File: src/rtl/adc_seq_pkg.sv
package adc_seq_pkg;

    localparam int unsigned BUS_W  = 10;
    localparam int unsigned ADDR_W = 3;
    localparam int unsigned CHAN_W = 3;
    localparam int unsigned REG_W  = 8;
    localparam int unsigned CODE_W = 3;

    localparam logic [ADDR_W-1:0] A_MODE = 3'd0;
    localparam logic [ADDR_W-1:0] A_CHAN = 3'd1;
    localparam logic [ADDR_W-1:0] A_RES  = 3'd2;
    localparam logic [ADDR_W-1:0] A_PFM  = 3'd3;
    localparam logic [ADDR_W-1:0] A_THR  = 3'd4;

    localparam logic [REG_W-1:0] MODE_MASK = 8'hB9;
    localparam logic [REG_W-1:0] PFM_MASK  = 8'hC0;

    localparam int unsigned MODE_START_BIT = 7;
    localparam int unsigned MODE_EN_BIT    = 0;
    localparam int unsigned MODE_CODE_LSB  = 3;
    localparam int unsigned PFM_CMP_BIT    = 7;
    localparam int unsigned PFM_BELOW_BIT  = 6;

    typedef enum logic {
        SEQ_IDLE = 1'b0,
        SEQ_CONV = 1'b1
    } seq_state_e;

endpackage

File: src/rtl/adc_seq_regs.sv
module adc_seq_regs
    import adc_seq_pkg::*;
(
    input  logic              clk,
    input  logic              rst_n,
    input  logic              wr_en,
    input  logic              rd_en,
    input  logic [ADDR_W-1:0] addr,
    input  logic [BUS_W-1:0]  wdata,
    input  logic [BUS_W-1:0]  result,
    output logic [BUS_W-1:0]  rdata,
    output logic              start,
    output logic              enable,
    output logic [CODE_W-1:0] code,
    output logic [CHAN_W-1:0] chan,
    output logic              pf_cmp,
    output logic              pf_below,
    output logic [BUS_W-1:0]  thr,
    output logic              mc_wr,
    output logic              rd_res
);

    typedef struct packed {
        logic [REG_W-1:0]  mode;
        logic [CHAN_W-1:0] chan;
        logic [REG_W-1:0]  pfm;
        logic [BUS_W-1:0]  thr;
    } regs_t;

    regs_t regs_d, regs_q;

    always_comb begin
        regs_d = regs_q;
        if (wr_en) begin
            unique case (addr)
                A_MODE:  regs_d.mode = wdata[REG_W-1:0] & MODE_MASK;
                A_CHAN:  regs_d.chan = wdata[CHAN_W-1:0];
                A_PFM:   regs_d.pfm  = wdata[REG_W-1:0] & PFM_MASK;
                A_THR:   regs_d.thr  = wdata;
                default: regs_d = regs_q;
            endcase
        end
    end

    always_ff @(posedge clk or negedge rst_n) begin
        if (!rst_n) regs_q <= '0;
        else        regs_q <= regs_d;
    end

    always_comb begin
        unique case (addr)
            A_MODE:  rdata = BUS_W'(regs_q.mode);
            A_CHAN:  rdata = BUS_W'(regs_q.chan);
            A_RES:   rdata = result;
            A_PFM:   rdata = BUS_W'(regs_q.pfm);
            A_THR:   rdata = regs_q.thr;
            default: rdata = '0;
        endcase
    end

    assign start    = regs_q.mode[MODE_START_BIT];
    assign enable   = regs_q.mode[MODE_EN_BIT];
    assign code     = regs_q.mode[MODE_CODE_LSB +: CODE_W];
    assign chan     = regs_q.chan;
    assign pf_cmp   = regs_q.pfm[PFM_CMP_BIT];
    assign pf_below = regs_q.pfm[PFM_BELOW_BIT];
    assign thr      = regs_q.thr;
    assign mc_wr    = wr_en && ((addr == A_MODE) || (addr == A_CHAN));
    assign rd_res   = rd_en && (addr == A_RES);

endmodule

File: src/rtl/adc_seq_fsm.sv
module adc_seq_fsm
    import adc_seq_pkg::*;
#(
    parameter int unsigned STAB_CYC = 700,
    parameter int unsigned BASE_CYC = 4
) (
    input  logic              clk,
    input  logic              rst_n,
    input  logic              start,
    input  logic              enable,
    input  logic [CODE_W-1:0] code,
    input  logic [CHAN_W-1:0] chan,
    input  logic              pf_cmp,
    output logic              conv_start,
    output logic [CHAN_W-1:0] conv_chan,
    output logic              done_ok,
    output logic              stab_ok
);

    localparam int unsigned MAX_CYC = BASE_CYC << ((1 << CODE_W) - 1);
    localparam int unsigned TMR_W   = $clog2(MAX_CYC);
    localparam int unsigned STAB_W  = $clog2(STAB_CYC + 1);

    typedef struct packed {
        seq_state_e        state;
        logic [TMR_W-1:0]  timer;
        logic [STAB_W-1:0] stab;
        logic              first_bad;
        logic              pulse;
        logic [CHAN_W-1:0] cchan;
    } fsm_t;

    fsm_t fsm_d, fsm_q;

    logic [TMR_W:0]   len_full;
    logic [TMR_W-1:0] timer_load;
    logic             conv_end;

    always_comb begin
        len_full   = (TMR_W + 1)'(BASE_CYC) << code;
        timer_load = TMR_W'(len_full - 1'b1);
    end

    assign stab_ok  = (fsm_q.stab == STAB_W'(STAB_CYC));
    assign conv_end = (fsm_q.state == SEQ_CONV) && (fsm_q.timer == '0);
    assign done_ok  = conv_end && stab_ok && !fsm_q.first_bad && !(pf_cmp && !enable);

    always_comb begin
        fsm_d       = fsm_q;
        fsm_d.pulse = 1'b0;

        if (start || enable) begin
            if (!stab_ok) fsm_d.stab = fsm_q.stab + 1'b1;
        end else begin
            fsm_d.stab = '0;
        end

        unique case (fsm_q.state)
            SEQ_IDLE: begin
                if (start) begin
                    fsm_d.state     = SEQ_CONV;
                    fsm_d.timer     = timer_load;
                    fsm_d.pulse     = 1'b1;
                    fsm_d.cchan     = chan;
                    fsm_d.first_bad = !enable;
                end
            end
            SEQ_CONV: begin
                if (fsm_q.timer != '0) begin
                    fsm_d.timer = fsm_q.timer - 1'b1;
                end else begin
                    fsm_d.first_bad = 1'b0;
                    if (start) begin
                        fsm_d.timer = timer_load;
                        fsm_d.pulse = 1'b1;
                        fsm_d.cchan = chan;
                    end else begin
                        fsm_d.state = SEQ_IDLE;
                    end
                end
            end
            default: fsm_d.state = SEQ_IDLE;
        endcase
    end

    always_ff @(posedge clk or negedge rst_n) begin
        if (!rst_n) fsm_q <= '{state: SEQ_IDLE, default: '0};
        else        fsm_q <= fsm_d;
    end

    assign conv_start = fsm_q.pulse;
    assign conv_chan  = fsm_q.cchan;

endmodule

File: src/rtl/adc_seq_result.sv
module adc_seq_result
    import adc_seq_pkg::*;
(
    input  logic             clk,
    input  logic             rst_n,
    input  logic             done_ok,
    input  logic [BUS_W-1:0] conv_data,
    input  logic             mc_wr,
    input  logic             rd_res,
    input  logic             pf_cmp,
    input  logic             pf_below,
    input  logic [BUS_W-1:0] thr,
    output logic [BUS_W-1:0] result,
    output logic             irq
);

    typedef struct packed {
        logic [BUS_W-1:0] res;
        logic             irq;
        logic             pend;
        logic [BUS_W-1:0] pval;
    } res_t;

    res_t res_d, res_q;

    logic             commit;
    logic [BUS_W-1:0] cval;
    logic             hit;

    always_comb begin
        res_d     = res_q;
        res_d.irq = 1'b0;
        commit    = 1'b0;
        cval      = res_q.pval;

        // A deferred result waits out a read, dies on a mode/channel write.
        if (res_q.pend) begin
            if (mc_wr) begin
                res_d.pend = 1'b0;
            end else if (!rd_res) begin
                commit     = 1'b1;
                res_d.pend = 1'b0;
            end
        end

        if (done_ok && !mc_wr) begin
            if (rd_res) begin
                res_d.pend = 1'b1;
                res_d.pval = conv_data;
            end else begin
                commit     = 1'b1;
                cval       = conv_data;
                res_d.pend = 1'b0;
            end
        end

        hit = pf_below ? (cval < thr) : (cval >= thr);
        if (commit) begin
            res_d.res = cval;
            res_d.irq = !pf_cmp || hit;
        end
    end

    always_ff @(posedge clk or negedge rst_n) begin
        if (!rst_n) res_q <= '0;
        else        res_q <= res_d;
    end

    assign result = res_q.res;
    assign irq    = res_q.irq;

endmodule

File: src/rtl/adc_seq_ctrl.sv
module adc_seq_ctrl
    import adc_seq_pkg::*;
#(
    parameter int unsigned CLK_MHZ  = 50,
    parameter int unsigned STAB_US  = 14,
    parameter int unsigned BASE_CYC = 4
) (
    input  logic              clk,
    input  logic              rst_n,
    input  logic              bus_wr,
    input  logic              bus_rd,
    input  logic [ADDR_W-1:0] bus_addr,
    input  logic [BUS_W-1:0]  bus_wdata,
    output logic [BUS_W-1:0]  bus_rdata,
    output logic              conv_start,
    output logic [CHAN_W-1:0] conv_chan,
    input  logic [BUS_W-1:0]  conv_data,
    output logic              conv_irq
);

    localparam int unsigned STAB_CYC = CLK_MHZ * STAB_US;

    logic              start, enable, pf_cmp, pf_below;
    logic [CODE_W-1:0] code;
    logic [CHAN_W-1:0] chan;
    logic [BUS_W-1:0]  thr;
    logic [BUS_W-1:0]  res_val;
    logic              mc_wr, rd_res;
    logic              seq_done_ok, stab_ok;

    adc_seq_regs regs_i (
        .clk      (clk),
        .rst_n    (rst_n),
        .wr_en    (bus_wr),
        .rd_en    (bus_rd),
        .addr     (bus_addr),
        .wdata    (bus_wdata),
        .result   (res_val),
        .rdata    (bus_rdata),
        .start    (start),
        .enable   (enable),
        .code     (code),
        .chan     (chan),
        .pf_cmp   (pf_cmp),
        .pf_below (pf_below),
        .thr      (thr),
        .mc_wr    (mc_wr),
        .rd_res   (rd_res)
    );

    adc_seq_fsm #(
        .STAB_CYC (STAB_CYC),
        .BASE_CYC (BASE_CYC)
    ) fsm_i (
        .clk        (clk),
        .rst_n      (rst_n),
        .start      (start),
        .enable     (enable),
        .code       (code),
        .chan       (chan),
        .pf_cmp     (pf_cmp),
        .conv_start (conv_start),
        .conv_chan  (conv_chan),
        .done_ok    (seq_done_ok),
        .stab_ok    (stab_ok)
    );

    adc_seq_result result_i (
        .clk       (clk),
        .rst_n     (rst_n),
        .done_ok   (seq_done_ok),
        .conv_data (conv_data),
        .mc_wr     (mc_wr),
        .rd_res    (rd_res),
        .pf_cmp    (pf_cmp),
        .pf_below  (pf_below),
        .thr       (thr),
        .result    (res_val),
        .irq       (conv_irq)
    );

endmodule

File: config.mk
export PLATFORM = sky130hd
export DESIGN_NAME = adc_seq_ctrl
export DESIGN_NICKNAME = d
export VERILOG_FILES = /design/src/rtl/adc_seq_pkg.sv /design/src/rtl/adc_seq_regs.sv /design/src/rtl/adc_seq_fsm.sv /design/src/rtl/adc_seq_result.sv /design/src/rtl/adc_seq_ctrl.sv
export SDC_FILE = /design/constraint.sdc
export NUM_CORES = 1
export LEC_CHECK = 0
export BUFFER_PORTS_ARGS = -buffer_cell sky130_fd_sc_hd__buf_2
export CAP_MARGIN = 0
export CORE_MARGIN = 1
export CORE_UTILIZATION = 30
export CTS_BUF_LIST = sky130_fd_sc_hd__clkbuf_4 sky130_fd_sc_hd__clkbuf_8 sky130_fd_sc_hd__clkbuf_16
export DETAILED_ROUTE_END_ITERATION = 16
export GPL_TIMING_DRIVEN = 0
export HOLD_SLACK_MARGIN = 0.1
export PLACE_DENSITY = 0.57
export RECOVER_POWER = 50
export SLEW_MARGIN = 40
export SYNTH_ARGS = -nofsm -noshare
export SYNTH_HDL_FRONTEND = slang
export SYNTH_SLANG_ARGS = --single-unit
File: constraint.sdc
create_clock -name clk -period 8 [get_ports clk]
set_clock_uncertainty 0.1 [all_clocks]
set_input_delay 1.6 -clock clk [delete_from_list [all_inputs] [get_ports clk]]
set_output_delay 1.6 -clock clk [all_outputs]
set_load 0.03 [all_outputs]
==> impl_metrics.py <==
metrics = {
    "worst_setup_path": {
        "crit_fanout": 10,
        "worst_setup_path_start_kind": "primary input",
        "crit_arrival_ns": 2.97,
        "r2r-end": "result_i.irq",
        "critical_path_class": "in -> out",
        "r2r_setup_slack_ns": 4.13,
        "r2r_cells": 14,
        "cp-end-kind": "primary output",
        "critical_path_required_ns": 6.30,
        "worstReg2RegStart": "fsm_i.fsm_q[15]",
    },
    "synthesis": {
        "synth_edf_count": 0,
        "synth_fp_nets": 407,
        "synthCells": 366,
        "synth_top_area_share_pct": 44.5,
        "yosysWarningCount": 0,
        "synth.avg_cell_area_um2": 10.3,
        "synthesis.area_um2": 3770,
        "synth.top_cells.by_area": "dfrtp_1 (44%), mux2_2 (7.8%), mux2i_1 (5.0%)",
        "yosysSeqAreaShare_pct": 44.5,
        "synth_top_flop_cell": "dfrtp_1",
        "yosysTopAreaCell": "dfrtp_1",
        "yosysUniqueCellTypes": 50,
        "ys_ff_latch": 67,
        "async_reset_ff_share_pct": 100,
    },
    "clock_tree": {
        "cts_made_buffers": 9,
        "cts_hold_buf": 0,
        "clock_sinks": 67,
        "clockBufferDepth": 2,
        "cts.clk_slew.worst_paths_ns": 0.05,
        "cts_tree": "built",
        "htreeDepth": 3,
        "cts_resized": 0,
        "clkLatencyLatePin_ns": 0.33,
        "root_buffer": "clkbuf_16",
        "post_cts.repair.setup_buffers": 0,
    },
    "place": {
        "dpl_cell_area_um2": 4210,
        "dp_hpwl_um": 6640,
        "port_buffers": 41,
        "placed_cells": 576,
        "place_ws_ns": 3.26,
        "place_congestion": 0.802,
    },
    "min_path": {
        "hold_class": "reg -> reg",
        "hold_path_end": "result_i.result[6]",
        "min_from": "result_i.result[6]",
        "holdPathStages": 1,
    },
    "sta": {
        "max_freq_ghz": 0.214,
        "setup_tns_ns": 0,
        "worst_slack_ns": 3.33,
        "timing.final.crit_share_pct": 58.3,
        "hold_viol_final": 0,
        "relSlewSlack_pct": -51.2,
        "setup_viol": 0,
        "drv_slew": 43,
        "rsz0062_at_grt": "no",
        "min_period_ns": 4.67,
        "tightest_slew_ns": 2.27,
    },
    "route": {
        "wl_per_cell_um": 14.6,
        "antenna_left": 0,
        "routed_via_density": 4.88,
        "drt-pass1-iter-count": 4,
        "vias": 2885,
        "wirelength_um": 8640,
        "drcViolationCount": 0,
        "drtIter0Drc": 116,
    },
    "pwr": {
        "p_per_area_nw_per_um2": 236,
        "ir_drop_v": 0.000108,
        "leakage_nw": 2.22,
    },
    "die": {
        "die_w_um": 114,
        "initial_utilization_pct": 31.1,
        "dieArea_um2": 13000,
        "die_y_um": 114,
        "core_um2": 12100,
        "io_pins": 42,
        "num_rows": 40,
    },
    "status": {
        "violations": "capacitance limit, slew limit",
        "status": "complete, but fails checks",
    },
    "finish": {
        "fin_nets": 460,
        "drive_gt1_share_pct": 23.6,
        "area_growth_pct": 17.9,
        "antenna-diode-count": 0,
        "nFillCells": 1256,
        "final_cell_area_um2": 4440,
        "fin_cells": 591,
    },
    "global_route": {
        "first_global_vias": 2930,
        "grt_max_degree": 43,
        "grt_util_all_layers_pct": 14.6,
        "globalRouteOverflowTotal": 0,
        "grt_pass1_wl_um": 14700,
        "antenna_found_initial": 0,
    },
    "job": {
        "maxCapViolCount": 1,
    },
}
## cell type report
class / instances / area (um^2) / area share, %
flip-flops and latches: 67 / 1680 / 37.7
plain buffers: 18 / 105 / 2.37
repair buffers: 42 / 208 / 4.67
well taps: 168 / 210 / 4.73
inverters: 18 / 67.6 / 1.52
multi-input cells: 263 / 1900 / 42.8
clock inverters: 2 / 12.5 / 0.282
clock buffers: 13 / 262 / 5.89
## cell families after synthesis
family | share of synthesized area (%)
compound gates | 11.5
flops | 44.5
mux | 14.9
xor+xnor | 1.63
simple gates | 18.3
buf+inv | 4.58
fa+ha+maj | 4.65
## cell usage after synthesis, drive strengths merged (3+ instances only)
library cell and instances:
inv 18, a31oi 6, o21ai 20, dfrtp 67, buf 9, nand3 9
nor2b 7, a21oi 12, xor2 3, and4 4, clkbuf 9, o2bb2ai 10
and3 15, nor3 8, nand4 4, mux2 33, xnor2 4, mux2i 19
ha 14, nor2 35, nand2 28, nand2b 4, a22oi 4
## state kept, by name (all words and copies together) (netlist names)
| signal | count |
|---|---|
| regs_i.enable | 1 |
| result_i.irq | 1 |
| regs_i.start | 1 |
| result_i.result | 10 |
| fsm_i.conv_start | 1 |
| fsm_i.fsm_q | 21 |
| result_i.res_q | 11 |
| regs_i.pf_below | 1 |
| fsm_i.conv_chan | 3 |
| regs_i.pf_cmp | 1 |
| regs_i.thr | 10 |
| regs_i.code | 3 |
| regs_i.chan | 3 |
## through the flow
step	power, mW	util [%]	hold WS [ns]
finish	1.05	36.7	0.390
global route	1.11	36.7	0.414
CTS	1.07	37.0	0.392
detailed placement	0.697	34.8	0.378
global placement	0.688	34.6	0.380
floorplan	0.622	-	0.352
## report_power, final
part	internal, mW	switching [mW]	total [mW]
sequential	0.399	0.0626	0.461
clock	0.226	0.137	0.364
combinational	0.0984	0.125	0.224
## worst max path at each step
| stage | from | to | slack (ns) |
|---|---|---|---|
| after detailed placement | bus_addr[2] | result_i.irq | 3.26 |
| after floorplan | bus_addr[0] | bus_rdata[0] | 3.50 |
| after global placement | bus_addr[2] | result_i.irq | 3.26 |
| after global routing | rst_n | regs_i.pf_cmp | 2.79 |
| after CTS | bus_addr[0] | bus_rdata[6] | 3.33 |
| final | bus_addr[0] | bus_rdata[6] | 3.33 |
## layout by cell type, fill, tap and decap left out, types with 6 or more instances in the layout
cell and count:
a21oi_1 12, a31oi_1 6, and3_1 15, buf_2 43, clkbuf_1 11, clkbuf_16 9
dfrtp_1 67, ha_1 14, inv_1 17, mux2_1 7, mux2_2 26, mux2i_1 19
nand2_1 28, nand3_1 9, nor2_1 33, nor2b_1 7, nor3_1 8, o21ai_0 20
o2bb2ai_1 10
## worst max-delay path, stage by stage
cell,delay (ns)
buf_2,0.15
clkbuf_1,0.43
mux2_2,0.39
a22o_1,0.20
buf_2,0.18
## metal layers
metal | part of all wire, % | global-route usage (%) | wire, um
met1 | 51 | 20.4 | 4380
met2 | 44 | 22.4 | 3830
met3 | 4.0 | 2.81 | 345
met4 | 0.93 | 5.11 | 80
met5 | 0 | 0 | 0
No activity file was read; power rests on OpenSTA's default activity.
